--- src/rtl/cdt_pkg.sv ---
`timescale 1ns/1ps
package cdt_pkg;
    localparam int WORD_W = 32;
    localparam int ADDR_W = 2;

    typedef enum logic [ADDR_W-1:0] {
        REG_HI_LIM   = 2'd0,
        REG_LO_CNT   = 2'd1,
        REG_LIM_KEEP = 2'd2,
        REG_RUN      = 2'd3
    } reg_sel_e;

    typedef struct packed {
        logic [2*WORD_W-1:0] count;
        logic [WORD_W-1:0]   limit;
        logic                reached;
        logic                running;
        logic                irq;
        logic                mode;
    } tmr_state_t;
endpackage

--- src/rtl/cdt_step_adder.sv ---
`timescale 1ns/1ps
module cdt_step_adder #(
    parameter int STEP_LSB = 9,
    parameter int CNT_W    = 64
) (
    input  logic [CNT_W-1:0] cur_cnt,
    input  logic [CNT_W-1:0] term_cnt,
    output logic [CNT_W-1:0] nxt_cnt,
    output logic             hit
);
    localparam logic [CNT_W-1:0] STEP = CNT_W'(1) << STEP_LSB;

    logic [CNT_W-1:0] sum;

    always_comb begin
        sum     = cur_cnt + STEP;
        hit     = (sum >= term_cnt);
        nxt_cnt = hit ? '0 : sum;
    end
endmodule

--- src/rtl/cdt_rd_mux.sv ---
`timescale 1ns/1ps
module cdt_rd_mux
    import cdt_pkg::*;
(
    input  logic                  mode,
    input  logic [ADDR_W-1:0]     addr,
    input  logic [2*WORD_W-1:0]   count,
    input  logic [WORD_W-1:0]     limit,
    input  logic                  reached,
    input  logic                  running,
    output logic [WORD_W-1:0]     rdata
);
    always_comb begin
        rdata = '0;
        case (addr)
            REG_HI_LIM: rdata = mode ? {reached, count[2*WORD_W-2:WORD_W]} : limit;
            REG_LO_CNT: rdata = mode ? count[WORD_W-1:0] : {reached, count[WORD_W-2:0]};
            REG_RUN:    rdata = {{(WORD_W-1){1'b0}}, running};
            default:    rdata = '0;
        endcase
    end
endmodule

--- src/rtl/cpu_dual_timer.sv ---
`timescale 1ns/1ps
module cpu_dual_timer
    import cdt_pkg::*;
#(
    parameter int STEP_LSB = 9
) (
    input  logic              clk,
    input  logic              rst_n,
    input  logic              tick,
    input  logic              user_mode,
    input  logic              bus_sel,
    input  logic              bus_we,
    input  logic [1:0]        bus_addr,
    input  logic [31:0]       bus_wdata,
    output logic [31:0]       bus_rdata,
    output logic              irq
);
    localparam int CNT_W = 2 * WORD_W;
    localparam logic [CNT_W-1:0] FINE_MASK = ~((CNT_W'(1) << STEP_LSB) - CNT_W'(1));
    localparam logic [CNT_W-1:0] CTR_MAX   = 64'h0000_0000_7FFF_FFFF & FINE_MASK;
    localparam logic [CNT_W-1:0] USER_MAX  = 64'h7FFF_FFFF_FFFF_FFFF & FINE_MASK;
    localparam logic [WORD_W-1:0] LIM_MASK = CTR_MAX[WORD_W-1:0];
    localparam logic [WORD_W-1:0] HI_MASK  = 32'h7FFF_FFFF;

    tmr_state_t       st_d, st_q;
    logic [CNT_W-1:0] term_cnt;
    logic [CNT_W-1:0] step_nxt;
    logic             step_hit;
    logic             bus_wr, bus_rd;

    assign bus_wr = bus_sel && bus_we;
    assign bus_rd = bus_sel && !bus_we;

    always_comb begin
        if (st_q.mode)              term_cnt = USER_MAX;
        else if (st_q.limit == '0)  term_cnt = CTR_MAX;
        else                        term_cnt = {{WORD_W{1'b0}}, st_q.limit};
    end

    cdt_step_adder #(.STEP_LSB(STEP_LSB), .CNT_W(CNT_W)) u_step (
        .cur_cnt (st_q.count),
        .term_cnt(term_cnt),
        .nxt_cnt (step_nxt),
        .hit     (step_hit)
    );

    always_comb begin
        st_d = st_q;
        if (user_mode != st_q.mode) begin
            st_d.mode  = user_mode;
            st_d.count = '0;
            if (user_mode) begin
                st_d.irq     = 1'b0;
                st_d.running = 1'b0;
            end else begin
                st_d.running = 1'b1;
            end
        end else begin
            if (bus_rd && !st_q.mode && bus_addr == REG_HI_LIM) begin
                st_d.reached = 1'b0;
                st_d.irq     = 1'b0;
            end
            if (tick && st_q.running) begin
                st_d.count = step_nxt;
                if (step_hit) begin
                    st_d.reached = 1'b1;
                    if (!st_q.mode) st_d.irq = 1'b1;
                end
            end
            if (bus_wr) begin
                if (st_q.mode) begin
                    case (bus_addr)
                        REG_HI_LIM: begin
                            st_d.count[CNT_W-1:WORD_W] = bus_wdata & HI_MASK;
                            st_d.reached = 1'b0;
                        end
                        REG_LO_CNT: begin
                            st_d.count[WORD_W-1:0] = bus_wdata & FINE_MASK[WORD_W-1:0];
                            st_d.reached = 1'b0;
                        end
                        REG_RUN: st_d.running = bus_wdata[0];
                        default: ;
                    endcase
                end else begin
                    case (bus_addr)
                        REG_HI_LIM: begin
                            st_d.limit = bus_wdata & LIM_MASK;
                            st_d.count = '0;
                            st_d.irq   = 1'b0;
                        end
                        REG_LIM_KEEP: st_d.limit = bus_wdata & LIM_MASK;
                        default: ;
                    endcase
                end
            end
        end
    end

    always_ff @(posedge clk or negedge rst_n) begin
        if (!rst_n) begin
            st_q         <= '0;
            st_q.running <= 1'b1;
        end else begin
            st_q <= st_d;
        end
    end

    cdt_rd_mux u_rd (
        .mode   (st_q.mode),
        .addr   (bus_addr),
        .count  (st_q.count),
        .limit  (st_q.limit),
        .reached(st_q.reached),
        .running(st_q.running),
        .rdata  (bus_rdata)
    );

    assign irq = st_q.irq;

    assert_user_quiet_R9: assert property (@(posedge clk) disable iff (!rst_n)
        st_q.mode |-> !irq);
    assert_enter_user_R6: assert property (@(posedge clk) disable iff (!rst_n)
        $rose(st_q.mode) |-> (!st_q.running && !irq && st_q.count == '0));
    assert_leave_user_R10: assert property (@(posedge clk) disable iff (!rst_n)
        $fell(st_q.mode) |-> (st_q.running && st_q.count == '0));
    assert_ctr_running_R5: assert property (@(posedge clk) disable iff (!rst_n)
        !st_q.mode |-> st_q.running);
    assert_hi_bound_R7: assert property (@(posedge clk) disable iff (!rst_n)
        !st_q.count[CNT_W-1]);
    assert_fine_zero_R3: assert property (@(posedge clk) disable iff (!rst_n)
        (bus_rd && bus_addr == REG_LO_CNT) |-> (bus_rdata[STEP_LSB-1:0] == '0));
    assert_stopped_hold_R8: assert property (@(posedge clk) disable iff (!rst_n)
        (st_q.mode && !st_q.running && !bus_wr && user_mode == st_q.mode)
        |=> $stable(st_q.count));
endmodule

--- config.mk ---
export PLATFORM = sky130hd
export DESIGN_NAME = cpu_dual_timer
export DESIGN_NICKNAME = d
export VERILOG_FILES = /design/src/rtl/cdt_pkg.sv /design/src/rtl/cdt_step_adder.sv /design/src/rtl/cdt_rd_mux.sv /design/src/rtl/cpu_dual_timer.sv
export SDC_FILE = /design/constraint.sdc
export NUM_CORES = 1
export LEC_CHECK = 0
export ABC_CLOCK_PERIOD_IN_PS = 10200
export BUFFER_PORTS_ARGS = -buffer_cell sky130_fd_sc_hd__buf_2
export CELL_PAD_IN_SITES_DETAIL_PLACEMENT = 0
export CELL_PAD_IN_SITES_GLOBAL_PLACEMENT = 1
export CORE_MARGIN = 2
export CORE_UTILIZATION = 32
export CTS_CLUSTER_SIZE = 16
export DETAILED_ROUTE_END_ITERATION = 6
export PLACE_DENSITY = 0.58
export SETUP_SLACK_MARGIN = 0.05
export SYNTH_ARGS = -nofsm -noshare
export SYNTH_HDL_FRONTEND = slang
export SYNTH_SLANG_ARGS = --single-unit
--- constraint.sdc ---
create_clock -name clk -period 10.2 [get_ports clk]
set_input_delay 1.53 -clock clk [delete_from_list [all_inputs] [get_ports clk]]
set_output_delay 1.53 -clock clk [all_outputs]
set_load 0.02 [all_outputs]
==> results of run 1 <==
-- per-layer routing --
metal	track usage, %	share of wire (%)	vias up
met3	2.869	4.1	18
met4	4.718	1.1	0
met1	31.10	51	3127
met2	31.69	44	126
met5	0	0	-
li1	-	-	3176
-- worst min-delay path by stage --
stage,startpoint,cells past startpoint,end
finish,st_q[40],1,st_q[40]
global route,st_q[41],1,st_q[41]
floorplan,st_q[44],1,st_q[44]
CTS,st_q[40],1,st_q[40]
detailed placement,st_q[40],1,st_q[40]
global placement,st_q[40],1,st_q[40]
-- logic make-up after synthesis --
group | count (synthesis) | share of synthesized area [%]
xor+xnor | 105 | 12.52
compound gates | 152 | 13.00
fa+ha+maj | 57 | 9.712
flops | 90 | 30.69
buf+inv | 69 | 3.851
mux | 45 | 6.509
simple gates | 374 | 23.72
-- worst max-delay path, cell delays in order (launching register included) --
cell and delay (ns):
dfrtp_1 0.53, ha_1 0.39, nand4_1 0.35, nor3_1 0.63, nand3_1 0.20, or2_2 0.35
xnor2_1 0.14, ha_1 0.31, nand4_1 0.17, nor4_1 0.48, o311a_1 0.34, o2111ai_1 0.19
a31oi_2 0.53, or3_1 0.18, buf_4 0.32, o21ai_0 0.15
-- sequential cells by signal, summed over array words and instances (netlist names) --
register and cells:
st_q 89, irq 1
-- through the flow --
step,setup slack (ns),instances,power [mW],cell area [um^2],hold WS [ns]
global route,4.356,1212,1.579,8164,0.5494
detailed placement,4.813,1197,1.159,7901,0.5058
global placement,4.843,1197,1.160,7901,0.5050
CTS,4.792,1212,1.480,8164,0.5208
finish,4.791,1212,1.466,8164,0.5218
floorplan,5.747,892,0.9387,7343,0.4695
-- final cells by class --
cell class / instances / area share, %
multi-input combinational: 733 / 59.03
tap: 285 / 4.368
inverter: 5 / 0.2299
clock buffer: 11 / 2.851
timing repair buffer: 84 / 5.548
clock inverter: 4 / 0.3678
sequential: 90 / 27.60
-- placed cells by master, fill, tap and decap left out, drive strengths merged, types with 2 or more instances in the layout --
master	netlist	routed
nor2	142	142
nand2	95	95
dfrtp	89	89
buf	22	84
xnor2	63	63
ha	57	57
a21oi	49	49
o21ai	43	43
xor2	42	42
nand3	38	38
nand4	25	25
mux2i	23	23
mux2	22	22
and2	19	19
a22o	19	19
and3	14	14
clkbuf	42	11
nor4	10	10
nor3	10	10
a22oi	8	8
and4	5	5
a21o	5	5
a31oi	5	5
inv	4	4
clkinv	1	4
or2	3	3
o21a	3	3
nor2b	3	3
or3	3	3
or4	2	2
o32a	2	2
nand2b	2	2
o31ai	2	2
a41oi	2	2
a32oi	2	2
o211ai	2	2
a211oi	2	2
-- power by group through the flow --
stage,clock network [mW],logic (mW),registers [mW]
after global routing,0.336,0.716,0.528
after detailed placement,0,0.635,0.524
after global placement,0,0.637,0.523
final,0.314,0.634,0.517
after floorplan,0,0.464,0.474
after CTS,0.323,0.640,0.517
==> flow_metrics.tcl, run 1 <==
set metrics [dict create \
    finalSetupViolCount 0 \
    p_per_area_nw_per_um2 179.6 \
    clk_pin_slew_ns 0.07 \
    intPower_mw 0.8279 \
    ant_nets 0 \
    maxCapViolations 0 \
    die_w_um 155.5 \
    synth_area_um2 7343 \
    rsz0062_at_grt "false" \
    worstPathArrival_ns 5.64 \
    synth_seq_cells 90 \
    syn2layout_area_growth_pct 11.18 \
    cts_max_level 3 \
    grt_overflow 0 \
    synth_seq_area_share_pct 30.69 \
    synth.most_common_cell "nor2_1" \
    grt_pass1_vias 6438 \
    hold_path.class "register to register" \
    fillers 2450 \
    hpwlAfterDp_um 18170 \
    cts_setup_buffers 0 \
    reg2reg_slack_ns 4.79 \
    cts_made_buffers 9 \
    tns_ns 0 \
    initial_core_util_pct 32.53 \
    synthCells 892 \
    wirelength_um 24260 \
    ys_top_cells_by_count "141 x nor2_1, 95 x nand2_1, 89 x dfrtp_1" \
    post-route-util_pct 36.17 \
    synth_area_leaders "dfrtp_1 30%, ha_1 9.7%, xnor2_1 7.5%, nor2_1 7.2%, xor2_1 5.0%" \
    net-switching-power_mw 0.6382 \
    cts_hold_buf 0 \
    tritoncts "done" \
    cp_max_fo 31 \
    crit_path_end_kind "register" \
    syn_nets 989 \
    grt_max_degree 63 \
    core.rowCount 55 \
    crit_end "st_q[69]" \
    pwr-share-clk_pct 21.4 \
    diodes 0 \
    timing.final.crit_share_pct 53.03 \
    dr.pass1.iters 5 \
    clk_path_buf_depth 2 \
    grt_use_total_pct 20.79 \
    synth_area_per_cell_um2 8.232 \
    relSlewSlack_pct 41.22 \
    antenna_found_initial 0 \
    p_comb_share_pct 43.3 \
    wl_per_cell_um 20.02 \
    worstReg2RegStart "st_q[45]" \
    grt_pass1_wl_um 38300 \
    drive_gt1_share_pct 14.24 \
    yosysTopAreaCellShare_pct 30.33 \
    core_area_um2 22570 \
    die_h_um 155.5 \
    drtIter0Drc 306 \
    seq_power_share_pct 35.3 \
    portBuffers 72 \
    crit_start "st_q[45]" \
    critPathKind "register to register" \
    max_freq_mhz 184.9 \
    multi_input_area_um2 4820 \
    leakage_nw 3.723 \
    power.switching_fraction_pct 43.53 \
    fin_nets 1020 \
    r2r_end "st_q[69]" \
    synth-edff-count 0 \
    worstPathRequired_ns 10.43 \
    yosysWarnings 0 \
    drc 0 \
    crit_path_start_kind "register" \
    r2r_cells 15 \
    outcome "complete, no violations" \
    cts-root-buf "clkbuf_16" \
    yosysUniqueCellTypes 57 \
    clk_latency_ns 0.36 \
    cts.sink_count 90 \
    synth_area_leader_cell "dfrtp_1" \
    fin_worst_skew_ns 0.01249 \
    gp_congestion 0.8378 \
    synth-async-reset-ratio_pct 100.0 \
    maxSlewViolCount 0 \
    vias 6447 \
    worst_pin_slew_ns 0.8818 \
    post_cts_resized 0 \
    layout_min_cycle_time_ns 5.409 \
    seq_area_um2 2253 \
    ios 73 \
    die-area_um2 24180 \
    synth_ff_type "dfrtp_1" \
    viasPerCell 5.319 \
    peakVddDrop_mv 0.07981 \
    final-hold-violation-count 0 \
]
Power figures use the tool's default switching activity.
==> run 2: changes to the inputs <==
Settings changed: ABC_AREA set to 1, ABC_CLOCK_PERIOD_IN_PS 10200 to 4900, PLACE_DENSITY 0.58 to 0.62.
Clock period 10.2 ns to 4.9 ns, I/O delays scaled along.
==> run 2 against run 1 <==
  * Cell count up 39%
  * Routed wire length rose by 41%
  * Register-to-register slack got worse by 4.4 ns
  * Worst setup slack worse by 4.4 ns
  * Clock skew is 0.00057 ns higher
  * Global-route usage grew 4.1 points
  * Hold slack worse by 0.041 ns
  * Combinational power grew to 4.5 times the previous value
==> flow_metrics.tcl, run 2 <==
set metrics [dict create \
    outcome "complete, no violations" \
    die_w_um 165.7 \
    synth_seq_area_share_pct 26.95 \
    critPathKind "register to register" \
    wirelength_um 34260 \
    synth.most_common_cell "nand2_1" \
    cts_made_buffers 9 \
    diodes 0 \
    gr-usage-met2_pct 38.91 \
    p_comb_share_pct 57.6 \
    vias 8757 \
    antenna_found_initial 1 \
    largest_reg_flops 89 \
    peakVddDrop_mv 0.2618 \
    yosysTopAreaCellShare_pct 26.63 \
    syn2layout_area_growth_pct 12.79 \
    synth-async-reset-ratio_pct 100.0 \
    synth_area_per_cell_um2 6.517 \
    clk_pin_slew_ns 0.08 \
    top_register "st_q" \
    worstPathRequired_ns 5.11 \
    grt_pass1_wl_um 52640 \
    cts_setup_buffers 0 \
    synth-edff-count 0 \
    cpMaxStageDelayCell "nor4_1" \
    synthCells 1283 \
    cts-root-buf "clkbuf_16" \
    yosysUniqueCellTypes 50 \
    syn_nets 1380 \
    tritoncts "done" \
    synth_ff_type "dfrtp_1" \
    initial_core_util_pct 32.36 \
    gp_congestion 0.8915 \
    postPlaceCellArea_um2 9134 \
    synth_top_family_by_area "simple AND/OR/NAND/NOR gates" \
    final_common_cell "nand2_1" \
    drtIter0Drc 796 \
    synth_xor_area_share_pct 4.609 \
    hold_path.class "input pin to asynchronous set/reset pin" \
    rsz0062_at_grt "false" \
    leakage_nw 4.698 \
    portBuffers 72 \
    layout_min_cycle_time_ns 4.546 \
    final_cell_area_um2 9432 \
    hpwlAfterDp_um 26070 \
    clk_path_buf_depth 2 \
    grt.met3_usage_pct 2.724 \
    grt_max_degree 82 \
    cts_max_level 3 \
    maxSlewViolCount 0 \
    grt_pass1_vias 8544 \
    max_freq_mhz 220.0 \
    cp_max_fo 24 \
    synth_area_leader_cell "dfrtp_1" \
    power.switching_fraction_pct 52.65 \
    timing.final.crit_share_pct 92.78 \
    yosysWarnings 0 \
    crit_path_end_kind "register" \
    fin_worst_skew_ns 0.01306 \
    pwr-share-clk_pct 14.6 \
    maxCapViolations 0 \
    crit_path_start_kind "register" \
    cts_hold_buf 0 \
    worst_pin_slew_ns 1.038 \
    synth_area_um2 8362 \
    die_h_um 165.7 \
    synth_area_leaders "dfrtp_1 27%, nand2_1 13%, inv_1 8.8%, ha_1 8.5%, o21ai_0 6.5%" \
    core_area_um2 25840 \
    grt_use_total_pct 24.85 \
    ant_nets 0 \
    grt_overflow 0 \
    finalSetupViolCount 0 \
    drive_gt1_share_pct 13.06 \
    tns_ns 0 \
    grt_busiest_layer "met2" \
    worstPathArrival_ns 4.76 \
    core.rowCount 59 \
    p_per_area_nw_per_um2 525.7 \
    viasPerCell 5.203 \
    cts.sink_count 90 \
    synth_seq_cells 90 \
    relSlewSlack_pct 30.74 \
    synthAdderAreaFrac_pct 8.529 \
    intPower_mw 2.348 \
    critical_path.top_delay_family "simple AND/OR/NAND/NOR gates" \
    dr.pass1.iters 6 \
    clk_latency_ns 0.36 \
    die-area_um2 27440 \
    crit_chain "nor4_1 > nand4_1 > o41ai_2 > inv_1 > nand2_1 > inv_1 > ha_1 > nand4_1 > nor2_1 > nand2_1 > nand3_1 > nand2_1 > nand2_1 > nand2_1 > nand2_1 > nand2_1 > nand2_1 > nand2_2 > buf_12 > nand3_2 > o21ai_1" \
    cpPeakStageDelay_ns 0.55 \
    layout_common_cells "292 x nand2_1, 193 x inv_1, 130 x nor2_1, 107 x o21ai_0, 89 x dfrtp_1" \
    synth-simple-area-share_pct 31.05 \
    ys_top_cells_by_count "293 x nand2_1, 195 x inv_1, 130 x nor2_1" \
    seq_power_share_pct 27.7 \
    ios 73 \
    wl_per_cell_um 20.36 \
    path_buf_inv 3 \
    final-hold-violation-count 0 \
    net-switching-power_mw 2.611 \
    use_met1_pct 36.71 \
    fin_nets 1440 \
    synthMuxAreaShare_pct 0 \
    drc 0 \
    synth_compound_area_share_pct 17.04 \
    crit_top_cell "nand2_1" \
]
[run 2: changes by cell type after synthesis, sizes merged, moves of 23 or more]
cell	change
o21ai	+87
a21oi	+41
xnor2	-62
nand2	+212
mux2i	-23
inv	+193
[run 2: cell families after synthesis]
group                    after synthesis
adder cells (fa/ha/maj)               57
buffers and inverters                247
flip-flops                            90
AO/OA/AOI/OAI                        259
AND/OR/NAND/NOR                      586
XOR/XNOR                              44
[run 2: cell type report]
type                    count  area [um^2]
fillers                  2901        16410
flip-flops and latches     90         2253
inverters                 198        743.2
repair buffers             98        595.6
multi-input cells         946         5130
well taps                 335        419.2
clock buffers               9        225.2
clock inverters             7        65.06
[run 2: metal layers]
| metal | wire [um] | part of all wire (%) |
|---|---|---|
| met2 | 15350 | 45 |
| met5 | 13 | 0.038 |
| met1 | 16360 | 48 |
| met3 | 2012 | 5.9 |
| met4 | 529 | 1.5 |
[run 2: path summary, 6_finish.rpt]
check / start / to / slack (ns) / cells past startpoint
max in group asynchronous: rst_n / st_q[89] / 3.40 / 2
max: st_q[15] / st_q[92] / 0.35 / 21
max reg2reg: st_q[15] / st_q[92] / 0.35 / 21
min in group clk: st_q[30] / st_q[30] / 0.52 / 2
min reg2reg: st_q[30] / st_q[30] / 0.52 / 2
min: rst_n / st_q[45] / 0.48 / 1
[run 2: through the flow]
stage,hold WS [ns],power [mW],utilization (%),instances,worst slack [ns]
finish,0.4811,4.958,36.50,1683,0.3539
global route,0.5400,5.432,36.50,1683,0.1220
CTS,0.5075,4.953,36.47,1683,0.05578
detailed placement,0.5076,4.212,35.35,1667,0.07168
global placement,0.4780,4.200,35.35,1667,0.04692
floorplan,0.4394,3.247,-,1283,1.385
[run 2: what timing repair did]
item / CTS / global route
resized for setup: 0 / 1
endpoints found under the setup margin: 0 / 64
hold endpoints to repair: 0 / 0
[run 2: power by group through the flow]
stage                     registers, mW  clock network [mW]  logic (mW)
after floorplan                    1.23                   0        2.02
after global routing               1.41               0.771        3.25
after detailed placement           1.37                   0        2.84
after CTS                          1.36               0.737        2.86
after global placement             1.37                   0        2.83
final                              1.37               0.726        2.86
